===== config.mk =====
export PLATFORM = sky130hd
export DESIGN_NAME = ext_irq_sampler
export DESIGN_NICKNAME = d
export VERILOG_FILES = /design/src/rtl/xirq_pkg.sv /design/src/rtl/xirq_rst_sync.sv /design/src/rtl/xirq_prescaler.sv /design/src/rtl/xirq_pin_sync.sv /design/src/rtl/xirq_channel.sv /design/src/rtl/ext_irq_sampler.sv
export SDC_FILE = /design/constraint.sdc
export NUM_CORES = 1
export LEC_CHECK = 0
export CAP_MARGIN = 20
export CORE_MARGIN = 2
export CORE_UTILIZATION = 40
export CTS_BUF_LIST = sky130_fd_sc_hd__clkbuf_8 sky130_fd_sc_hd__clkbuf_16
export DETAILED_ROUTE_END_ITERATION = 7
export PLACE_DENSITY = 0.66
export SYNTH_ARGS = -nofsm -noshare
export SYNTH_HDL_FRONTEND = slang
export SYNTH_SLANG_ARGS = --single-unit
export TNS_END_PERCENT = 30

===== constraint.sdc =====
create_clock -name clk -period 1.75 [get_ports clk]
set_clock_uncertainty 0.05 [all_clocks]
set_input_delay 0.4375 -clock clk [delete_from_list [all_inputs] [get_ports clk]]
set_output_delay 0.4375 -clock clk [all_outputs]
set_load 0.01 [all_outputs]

===== src/rtl/xirq_pkg.sv =====
package xirq_pkg;
  typedef enum logic [1:0] {
    SEL_MODE   = 2'd0,
    SEL_ENABLE = 2'd1,
    SEL_FLAG   = 2'd2,
    SEL_NONE   = 2'd3
  } wr_sel_e;

  localparam int unsigned PCLKS_PER_SAMPLE = 6;
  localparam int unsigned OSC_PER_PCLK_STD = 2;
  localparam int unsigned SYNC_STAGES      = 2;
endpackage


===== src/rtl/xirq_rst_sync.sv =====
module xirq_rst_sync (
  input  logic clk,
  input  logic rst_n,
  output logic rst_n_sync
);
  logic meta_q, meta_d;
  logic hold_q, hold_d;

  always_comb begin
    meta_d = 1'b1;
    hold_d = meta_q;
  end

  always_ff @(posedge clk or negedge rst_n) begin
    if (!rst_n) begin
      meta_q <= 1'b0;
      hold_q <= 1'b0;
    end else begin
      meta_q <= meta_d;
      hold_q <= hold_d;
    end
  end

  assign rst_n_sync = hold_q;
endmodule


===== src/rtl/xirq_prescaler.sv =====
module xirq_prescaler #(
  parameter int unsigned PCLKS_PER_SAMPLE = 6,
  parameter int unsigned OSC_PER_PCLK_STD = 2
) (
  input  logic clk,
  input  logic rst_n,
  input  logic x2_mode,
  output logic sample_tick
);
  localparam int unsigned PD_W = (OSC_PER_PCLK_STD > 1) ? $clog2(OSC_PER_PCLK_STD) : 1;
  localparam int unsigned SC_W = (PCLKS_PER_SAMPLE > 1) ? $clog2(PCLKS_PER_SAMPLE) : 1;
  localparam logic [PD_W-1:0] PD_LAST = PD_W'(OSC_PER_PCLK_STD - 1);
  localparam logic [SC_W-1:0] SC_LAST = SC_W'(PCLKS_PER_SAMPLE - 1);

  logic [PD_W-1:0] pdiv_q, pdiv_d;
  logic [SC_W-1:0] scnt_q, scnt_d;
  logic            pclk_en;

  always_comb begin
    pclk_en = x2_mode || (pdiv_q == PD_LAST);
    if (x2_mode || (pdiv_q == PD_LAST)) pdiv_d = '0;
    else                                pdiv_d = pdiv_q + 1'b1;
    scnt_d = scnt_q;
    if (pclk_en) begin
      if (scnt_q == SC_LAST) scnt_d = '0;
      else                   scnt_d = scnt_q + 1'b1;
    end
    sample_tick = pclk_en && (scnt_q == SC_LAST);
  end

  always_ff @(posedge clk or negedge rst_n) begin
    if (!rst_n) begin
      pdiv_q <= '0;
      scnt_q <= '0;
    end else begin
      pdiv_q <= pdiv_d;
      scnt_q <= scnt_d;
    end
  end

  // a sampling cycle spans several clocks, so ticks never come back to back
  assert_tick_gap_R6: assert property (@(posedge clk) disable iff (!rst_n)
    sample_tick |=> !sample_tick);

  // the sub-cycle counter stays inside its range
  assert_scnt_range_R6: assert property (@(posedge clk) disable iff (!rst_n)
    scnt_q <= SC_LAST);
endmodule


===== src/rtl/xirq_pin_sync.sv =====
module xirq_pin_sync #(
  parameter int unsigned N_CH   = 2,
  parameter int unsigned STAGES = 2
) (
  input  logic            clk,
  input  logic            rst_n,
  input  logic [N_CH-1:0] pin_n,
  output logic [N_CH-1:0] pin_s
);
  for (genvar c = 0; c < N_CH; c++) begin : g_ch
    logic [STAGES-1:0] chain_q, chain_d;

    always_comb begin
      chain_d = {chain_q[STAGES-2:0], pin_n[c]};
    end

    always_ff @(posedge clk or negedge rst_n) begin
      if (!rst_n) chain_q <= '1;
      else        chain_q <= chain_d;
    end

    assign pin_s[c] = chain_q[STAGES-1];
  end
endmodule


===== src/rtl/xirq_channel.sv =====
module xirq_channel (
  input  logic clk,
  input  logic rst_n,
  input  logic sample_tick,
  input  logic pin_s,
  input  logic mode_wr,
  input  logic enable_wr,
  input  logic flag_wr,
  input  logic wdata,
  input  logic ack_hit,
  output logic mode_q,
  output logic enable_q,
  output logic flag_q
);
  logic prev_q, prev_d;
  logic mode_d, enable_d, flag_d;
  logic event_hit;

  always_comb begin
    event_hit = sample_tick && !pin_s && (mode_q ? prev_q : 1'b1);
    prev_d    = sample_tick ? pin_s : prev_q;
    mode_d    = mode_wr   ? wdata : mode_q;
    enable_d  = enable_wr ? wdata : enable_q;
    flag_d    = flag_q;
    if (flag_wr)           flag_d = wdata;
    if (ack_hit && mode_q) flag_d = 1'b0;
    if (event_hit)         flag_d = 1'b1;
  end

  always_ff @(posedge clk or negedge rst_n) begin
    if (!rst_n) begin
      prev_q   <= 1'b1;
      mode_q   <= 1'b0;
      enable_q <= 1'b0;
      flag_q   <= 1'b0;
    end else begin
      prev_q   <= prev_d;
      mode_q   <= mode_d;
      enable_q <= enable_d;
      flag_q   <= flag_d;
    end
  end

  // a detected event always leaves the flag set
  assert_event_sets_flag_R3: assert property (@(posedge clk) disable iff (!rst_n)
    event_hit |=> flag_q);

  // an edge-mode acknowledge without a competing event clears the flag
  assert_edge_ack_clears_R4: assert property (@(posedge clk) disable iff (!rst_n)
    (ack_hit && mode_q && !event_hit) |=> !flag_q);

  // a level-mode acknowledge leaves a set flag alone
  assert_level_ack_keeps_R5: assert property (@(posedge clk) disable iff (!rst_n)
    (ack_hit && !mode_q && flag_q && !flag_wr) |=> flag_q);

  // away from sampling edges only writes and acknowledges move the flag
  assert_flag_quiet_R6: assert property (@(posedge clk) disable iff (!rst_n)
    (!sample_tick && !flag_wr && !ack_hit) |=> $stable(flag_q));

  // after an edge event the stored sample is low, so no second event follows
  assert_edge_once_R8: assert property (@(posedge clk) disable iff (!rst_n)
    (event_hit && mode_q) |=> !prev_q);
endmodule


===== src/rtl/ext_irq_sampler.sv =====
module ext_irq_sampler #(
  parameter int unsigned N_CH = 2,
  localparam int unsigned CH_W = (N_CH > 1) ? $clog2(N_CH) : 1
) (
  input  logic            clk,
  input  logic            rst_n,
  input  logic            x2_mode,
  input  logic [N_CH-1:0] pin_n,
  input  logic            wr_en,
  input  logic [1:0]      wr_sel,
  input  logic [N_CH-1:0] wr_data,
  input  logic            ack_valid,
  input  logic [CH_W-1:0] ack_ch,
  output logic [N_CH-1:0] flag_o,
  output logic [N_CH-1:0] irq_o
);
  import xirq_pkg::*;

  logic            rst_n_i;
  logic            sample_tick;
  logic [N_CH-1:0] pin_s;
  logic [N_CH-1:0] mode_q, enable_q, flag_q;
  logic            sel_mode, sel_enable, sel_flag;

  always_comb begin
    sel_mode   = wr_en && (wr_sel_e'(wr_sel) == SEL_MODE);
    sel_enable = wr_en && (wr_sel_e'(wr_sel) == SEL_ENABLE);
    sel_flag   = wr_en && (wr_sel_e'(wr_sel) == SEL_FLAG);
  end

  xirq_rst_sync u_rst (
    .clk        (clk),
    .rst_n      (rst_n),
    .rst_n_sync (rst_n_i)
  );

  xirq_prescaler #(
    .PCLKS_PER_SAMPLE (PCLKS_PER_SAMPLE),
    .OSC_PER_PCLK_STD (OSC_PER_PCLK_STD)
  ) u_presc (
    .clk         (clk),
    .rst_n       (rst_n_i),
    .x2_mode     (x2_mode),
    .sample_tick (sample_tick)
  );

  xirq_pin_sync #(
    .N_CH   (N_CH),
    .STAGES (SYNC_STAGES)
  ) u_sync (
    .clk   (clk),
    .rst_n (rst_n_i),
    .pin_n (pin_n),
    .pin_s (pin_s)
  );

  for (genvar c = 0; c < N_CH; c++) begin : g_chan
    logic ack_hit;
    assign ack_hit = ack_valid && (ack_ch == CH_W'(c));

    xirq_channel u_chan (
      .clk         (clk),
      .rst_n       (rst_n_i),
      .sample_tick (sample_tick),
      .pin_s       (pin_s[c]),
      .mode_wr     (sel_mode),
      .enable_wr   (sel_enable),
      .flag_wr     (sel_flag),
      .wdata       (wr_data[c]),
      .ack_hit     (ack_hit),
      .mode_q      (mode_q[c]),
      .enable_q    (enable_q[c]),
      .flag_q      (flag_q[c])
    );
  end

  assign flag_o = flag_q;
  assign irq_o  = flag_q & enable_q;

  // a request can only appear once its flag has been set
  assert_irq_after_flag_R2: assert property (@(posedge clk) disable iff (!rst_n_i)
    $rose(irq_o[0]) |-> $past(flag_q[0]) || flag_q[0]);
endmodule


* Yosys cells after proc, flatten, opt, wreduce, memory -nomap -nowiden
Cells that the tools add are included.
** Operators by class
- Add/sub/neg operators :: 2
- Multipliers :: 0
- Divide/modulo/power cells :: 0
- Order comparisons :: 0
- Eq/ne operators :: 3
- Shift-type cells :: 0
- Muxes and demuxes :: 10
- Bitwise logic cells :: 2
- Reduce and logical (&&, ||, !) cells :: 18
** Operators by type and width (number)
- 1-bit logical AND :: 12
- 1-bit two-way mux :: 9
- 3-bit nonzero test :: 2
- 3-bit by 1-bit adder with 3-bit output, second input constant :: 1
- 3-bit == test, second input constant :: 1
- 3-bit two-way mux :: 1
- 2-bit bitwise AND :: 1
- 2-bit by 1-bit == test with 1-bit output, second input constant :: 1
- 2-bit == test, second input constant :: 1
- 1-bit zero test :: 2
- 2-bit zero test :: 1
- 1-bit adder, second input constant :: 1
- 1-bit logical OR :: 1
- 1-bit inverter :: 1
** Storage, ports and cells
- Bits in registers :: 18
- Latch bits :: 0
- Bits in writable memories :: 0
- Bits in read-only memories :: 0
- Bits of input ports :: 12
- Output and inout port bits :: 4
- Logic and storage cells :: 49
- Memories kept :: 0

* Logic depth before layout (Yosys ltp)
- Word-level depth :: 5
- Mapped depth :: 3
- Depth with buffers taken out :: 3

* Cells and area by module
From an unflattened synthesis, not the netlist that was laid out.
** Second synthesis, totals
- Cells, all modules :: 52
- Area total of the unflattened synthesis :: 733.2 um^2
** Modules (own cells, without submodules)
- xirq_channel :: instances 2, cells each 12, area an instance 171.4 um^2
- xirq_prescaler :: instances 1, cells each 12, area an instance 161.4 um^2
- xirq_pin_sync :: instances 1, cells each 6, area an instance 120.1 um^2
- ext_irq_sampler :: instances 1, cells each 7, area an instance 55.1 um^2
- xirq_rst_sync :: instances 1, cells each 3, area an instance 53.8 um^2

* Worst setup path after synthesis
OpenSTA, ideal clock, no wires.
- Path type :: in2reg
- Start :: input port x2_mode
- End :: register g_chan[0].u_chan.prev_q
- Library setup time :: 82 ps
- Arrival time :: 1223 ps
- Required time :: 1618 ps
- Slack :: 395 ps
- Cell stages on the path :: 3
- Path buffers :: 0
- Cells stage by stage :: o21ai_2 or3b_4 mux2_4
** On the way
- Longest elaborated chain between the ends :: 2
** RTL lines
- start, declared :: RTL line ext_irq_sampler.sv:7 : input logic x2_mode,
- 1-bit logical OR :: RTL line xirq_prescaler.sv:20 : pclk_en = x2_mode || (pdiv_q == PD_LAST);
- 1-bit logical AND :: RTL line xirq_prescaler.sv:28 : sample_tick = pclk_en && (scnt_q == SC_LAST);
- end signal, assigned :: RTL line xirq_channel.sv:37 : prev_q <= prev_d;
- end, declared :: RTL line xirq_channel.sv:15 : logic prev_q, prev_d;
No other way between the ends.
A chain may end at the register's enable or synchronous reset.

* Worst setup path after layout
- Start :: register g_chan[1].u_chan.flag_q
- End :: output port flag_o[1]
** RTL lines
- start, declared :: RTL line xirq_channel.sv:13 : output logic flag_q
- start signal, assigned :: RTL line xirq_channel.sv:40 : flag_q <= flag_d;
- end, declared :: RTL line ext_irq_sampler.sv:14 : output logic [N_CH-1:0] flag_o,
No word-level cell between the ends.

==> metrics.log <==
[metrics] Tightest Pin Transition: 0.590 ns
[metrics] worst-case clock buffer depth: 2
[metrics] CTS buffer count: 3
[metrics] area of all sequential standard cells: 458 µm²
[metrics] Crit path max-delay family: buffers and inverters
[metrics] final routed wirelength across all metal layers: 1050 µm
[metrics] sequential fraction of the synthesis area: 0.632
[metrics] largest fanout on the critical path: 3
[metrics] number of enable-type register cells in the synthesized netlist: 0
[metrics] final-layout setup total negative slack: 0 ns
[metrics] global route total overflow: 0
[metrics] signal arrival time at the worst endpoint: 1.16 ns
[metrics] total power draw: between 0.001 and 0.0015 W
[metrics] Worst Setup End Kind: output port
[metrics] clock tree root driver cell: clkbuf_8
[metrics] Final Hold Vio Count: 0
[metrics] Clk Latency, worst-skew pair: 0.25 ns
[metrics] Worst R2R Setup Slack: ~0.44 ns
[metrics] post-synthesis instance area: 724 µm²
[metrics] number of diodes added for antenna fixing: 0
[metrics] CP startpoint kind: flip-flop
[metrics] pwr/cell area: 1270 mW/mm²
[metrics] initial antenna violation count: 0
[metrics] setup repair after global routing missed its margin: no
[metrics] worst max-slew margin expressed relative to the limit: 0.607
[metrics] clock period minus worst slack: 1.64 ns
[metrics] prevailing post-synth register cell: dfrtp_1
[metrics] worst path buffer plus inverter count: 1
[metrics] horizontal die dimension: roughly 47 µm
[metrics] global-route wire length before repair: 1730 µm
[metrics] Slew Viols, Final: 0
[metrics] cell-by-cell trace of the critical path: clkdlybuf4s50_1
[metrics] pin count of the biggest net entering global routing: 17
[metrics] Tcrit/Tclk final: 0.939
[metrics] DRC violation total after the first TritonRoute iteration: 4
[metrics] Finished Layout Cells: 96
[metrics] buffers inserted by post-CTS timing repair: 0
[metrics] most common cell after layout, fill and taps aside: clkdlybuf4s50_1
[metrics] die extent in y: between 40 and 50 µm
[metrics] Avg Cell Area, Syn: 14.2 µm²
[metrics] I/O pin total: 16
[metrics] top cell type by total area after synthesis: dfrtp_1
[metrics] dpl hpwl: just over 800 µm
[metrics] Highest Clock Rate: about 610 MHz
[metrics] DR DRC count: 0
[metrics] delay of the slowest cell on the worst path: around 0.54 ns
[metrics] number of endpoints failing setup at the final stage: 0
[metrics] Worst-path clk slew: approximately 0.06 ns
[metrics] R2R cell count: 3
[metrics] # nets final: 84
[metrics] total core area: about 0.0017 mm²
[metrics] filler instances: 146
[metrics] fraction of final layout cells sized beyond drive strength 1: 0.310
[metrics] routed vias: 440
[metrics] endpoint of the lowest-slack register-to-register path: g_chan[1].u_chan.prev_q
[metrics] Die Area: 0.00217 mm²
[metrics] hold bufs inserted after CTS: 0
[metrics] average wire per cell in the routed design: between 10 and 15 µm
[metrics] routability congestion estimate: 0.712
[metrics] number of optimization iterations in the first detailed-route pass: 3
[metrics] area growth from synthesis to final layout: 33.9%
[metrics] FFs w/ async S/R, synth: 1.00
[metrics] reg-to-reg critical path startpoint: u_presc.scnt_q[0]
[metrics] cell total after placement: 92
[metrics] number of warning messages in the yosys log: 0
[metrics] Final ANT Viol Nets: 0
[metrics] CTS tree: yes
[metrics] initial cell density of the core: 0.424
[metrics] post-cts sizing count: 1
[metrics] Synthesized Nets: between 60 and 70
[metrics] status: completed
[metrics] Worst Path Class, Setup: reg2out
[metrics] total area of multi-input combinational cells: 251 µm²
[metrics] Synth Register Bits: 18
[metrics] I/O Buffers: 15
[metrics] synthesized instance count: 51
[metrics] area share of the largest cell type after synthesis: 0.415
[metrics] path type of the worst min-delay path: reg2async
[metrics] average vias per placed instance: between 4 and 5
[metrics] global-route total usage across every layer: 0.122
[metrics] vias in the first global route: 414
[metrics] data required time of the worst path: 1.26 ns
[metrics] leakage power total: between 0.4 and 0.5 nW
[metrics] highest ir drop seen on vdd: 0.000779 V
[metrics] crit path max-delay cell type: clkdlybuf4s50_1
[metrics] max-capacitance violation count: 0
[metrics] main area contributors after synthesis: dfrtp_1 (41%), dfstp_2 (22%), mux2_2 (6.2%)
[metrics] std cell rows: 15
[metrics] clock tree sinks: 18
[metrics] commonest non-fill, non-tap cells in the layout: clkdlybuf4s50_1 (13), dfrtp_1 (12), dfstp_2 (6), mux2_2 (4), clkbuf_8 (4)
[metrics] Distinct cells, synth: 25
[metrics] CTS H-tree lvls: 1
[layout make-up]
cell class | count | area share
Sequential cell | 18 | 0.472
Clock buffer | 4 | 0.0568
Timing Repair Buffer | 18 | 0.179
Tap cell | 25 | 0.0323
Multi-Input combinational cell | 31 | 0.259
[cells in the mapped netlist, types with 2 or more instances]
cell type	instances
and2_1	2
buf_4	2
dfrtp_1	12
dfstp_2	6
mux2_2	4
mux2_4	2
nand2_1	2
nand4bb_1	2
nor2b_1	2
o31ai_1	2
[per-stage QoR]
step / setup slack (ns) / instance area, µm² / hold slack [ns] / util
after detailed placement: -0.124 / 913 / 0.233 / 0.535
after floorplan: 0.395 / 724 / 0.0919 / -
after global routing: 0.0634 / 970 / 0.258 / 0.568
after CTS: 0.000904 / 967 / 0.227 / 0.566
after global placement: -0.117 / 913 / 0.213 / 0.535
final: 0.107 / 970 / 0.193 / 0.568
[layer usage]
layer,global-route usage,share of wire
met5,0,0
met4,0.103,0.0095
met3,0.0235,0.073
met2,0.183,0.47
met1,0.149,0.45
[how the worst max path moves through the flow]
| stage | to | slack (ns) | from | depth (start not counted) |
|---|---|---|---|---|
| floorplan | g_chan[0].u_chan.prev_q | 0.40 | x2_mode | 3 |
| global placement | g_chan[0].u_chan.prev_q | -0.12 | x2_mode | 4 |
| detailed placement | g_chan[1].u_chan.prev_q | -0.12 | x2_mode | 4 |
| finish | flag_o[1] | 0.11 | g_chan[1].u_chan.flag_q | 1 |
| CTS | irq_o[0] | 0.0009 | g_chan[0].u_chan.flag_q | 2 |
| global route | flag_o[1] | 0.06 | g_chan[1].u_chan.flag_q | 1 |
[state kept, by name, indices dropped and copies added, names as in the netlist]
| name | cells |
|---|---|
| g_chan.u_chan.prev_q | 2 |
| g_chan.u_chan.mode_q | 2 |
| g_chan.u_chan.enable_q | 2 |
| u_presc.scnt_q | 3 |
| u_rst.rst_n_sync | 1 |
| u_rst.hold_d | 1 |
| g_chan.u_chan.flag_q | 2 |
| u_presc.pdiv_q | 1 |
| u_sync.g_ch.chain_q | 4 |
[kinds of logic (layout without fill, tap and decap cells)]
logic type	count (synthesis)	count (layout)	share of synthesized area
flip-flops	18	18	0.632
AND/OR/NAND/NOR	16	16	0.152
AO/OA/AOI/OAI	7	7	0.0743
multiplexers	6	6	0.104
buffers and inverters	2	22	0.0207
other	1	1	0.00518
XOR/XNOR	1	1	0.0121
[power by group]
group          total [W]  internal [W]  switching [W]
sequential      0.000610      0.000535      0.0000750
clock           0.000326      0.000199       0.000126
combinational   0.000292      0.000195      0.0000965
No activity file was read; power rests on OpenSTA's default activity.
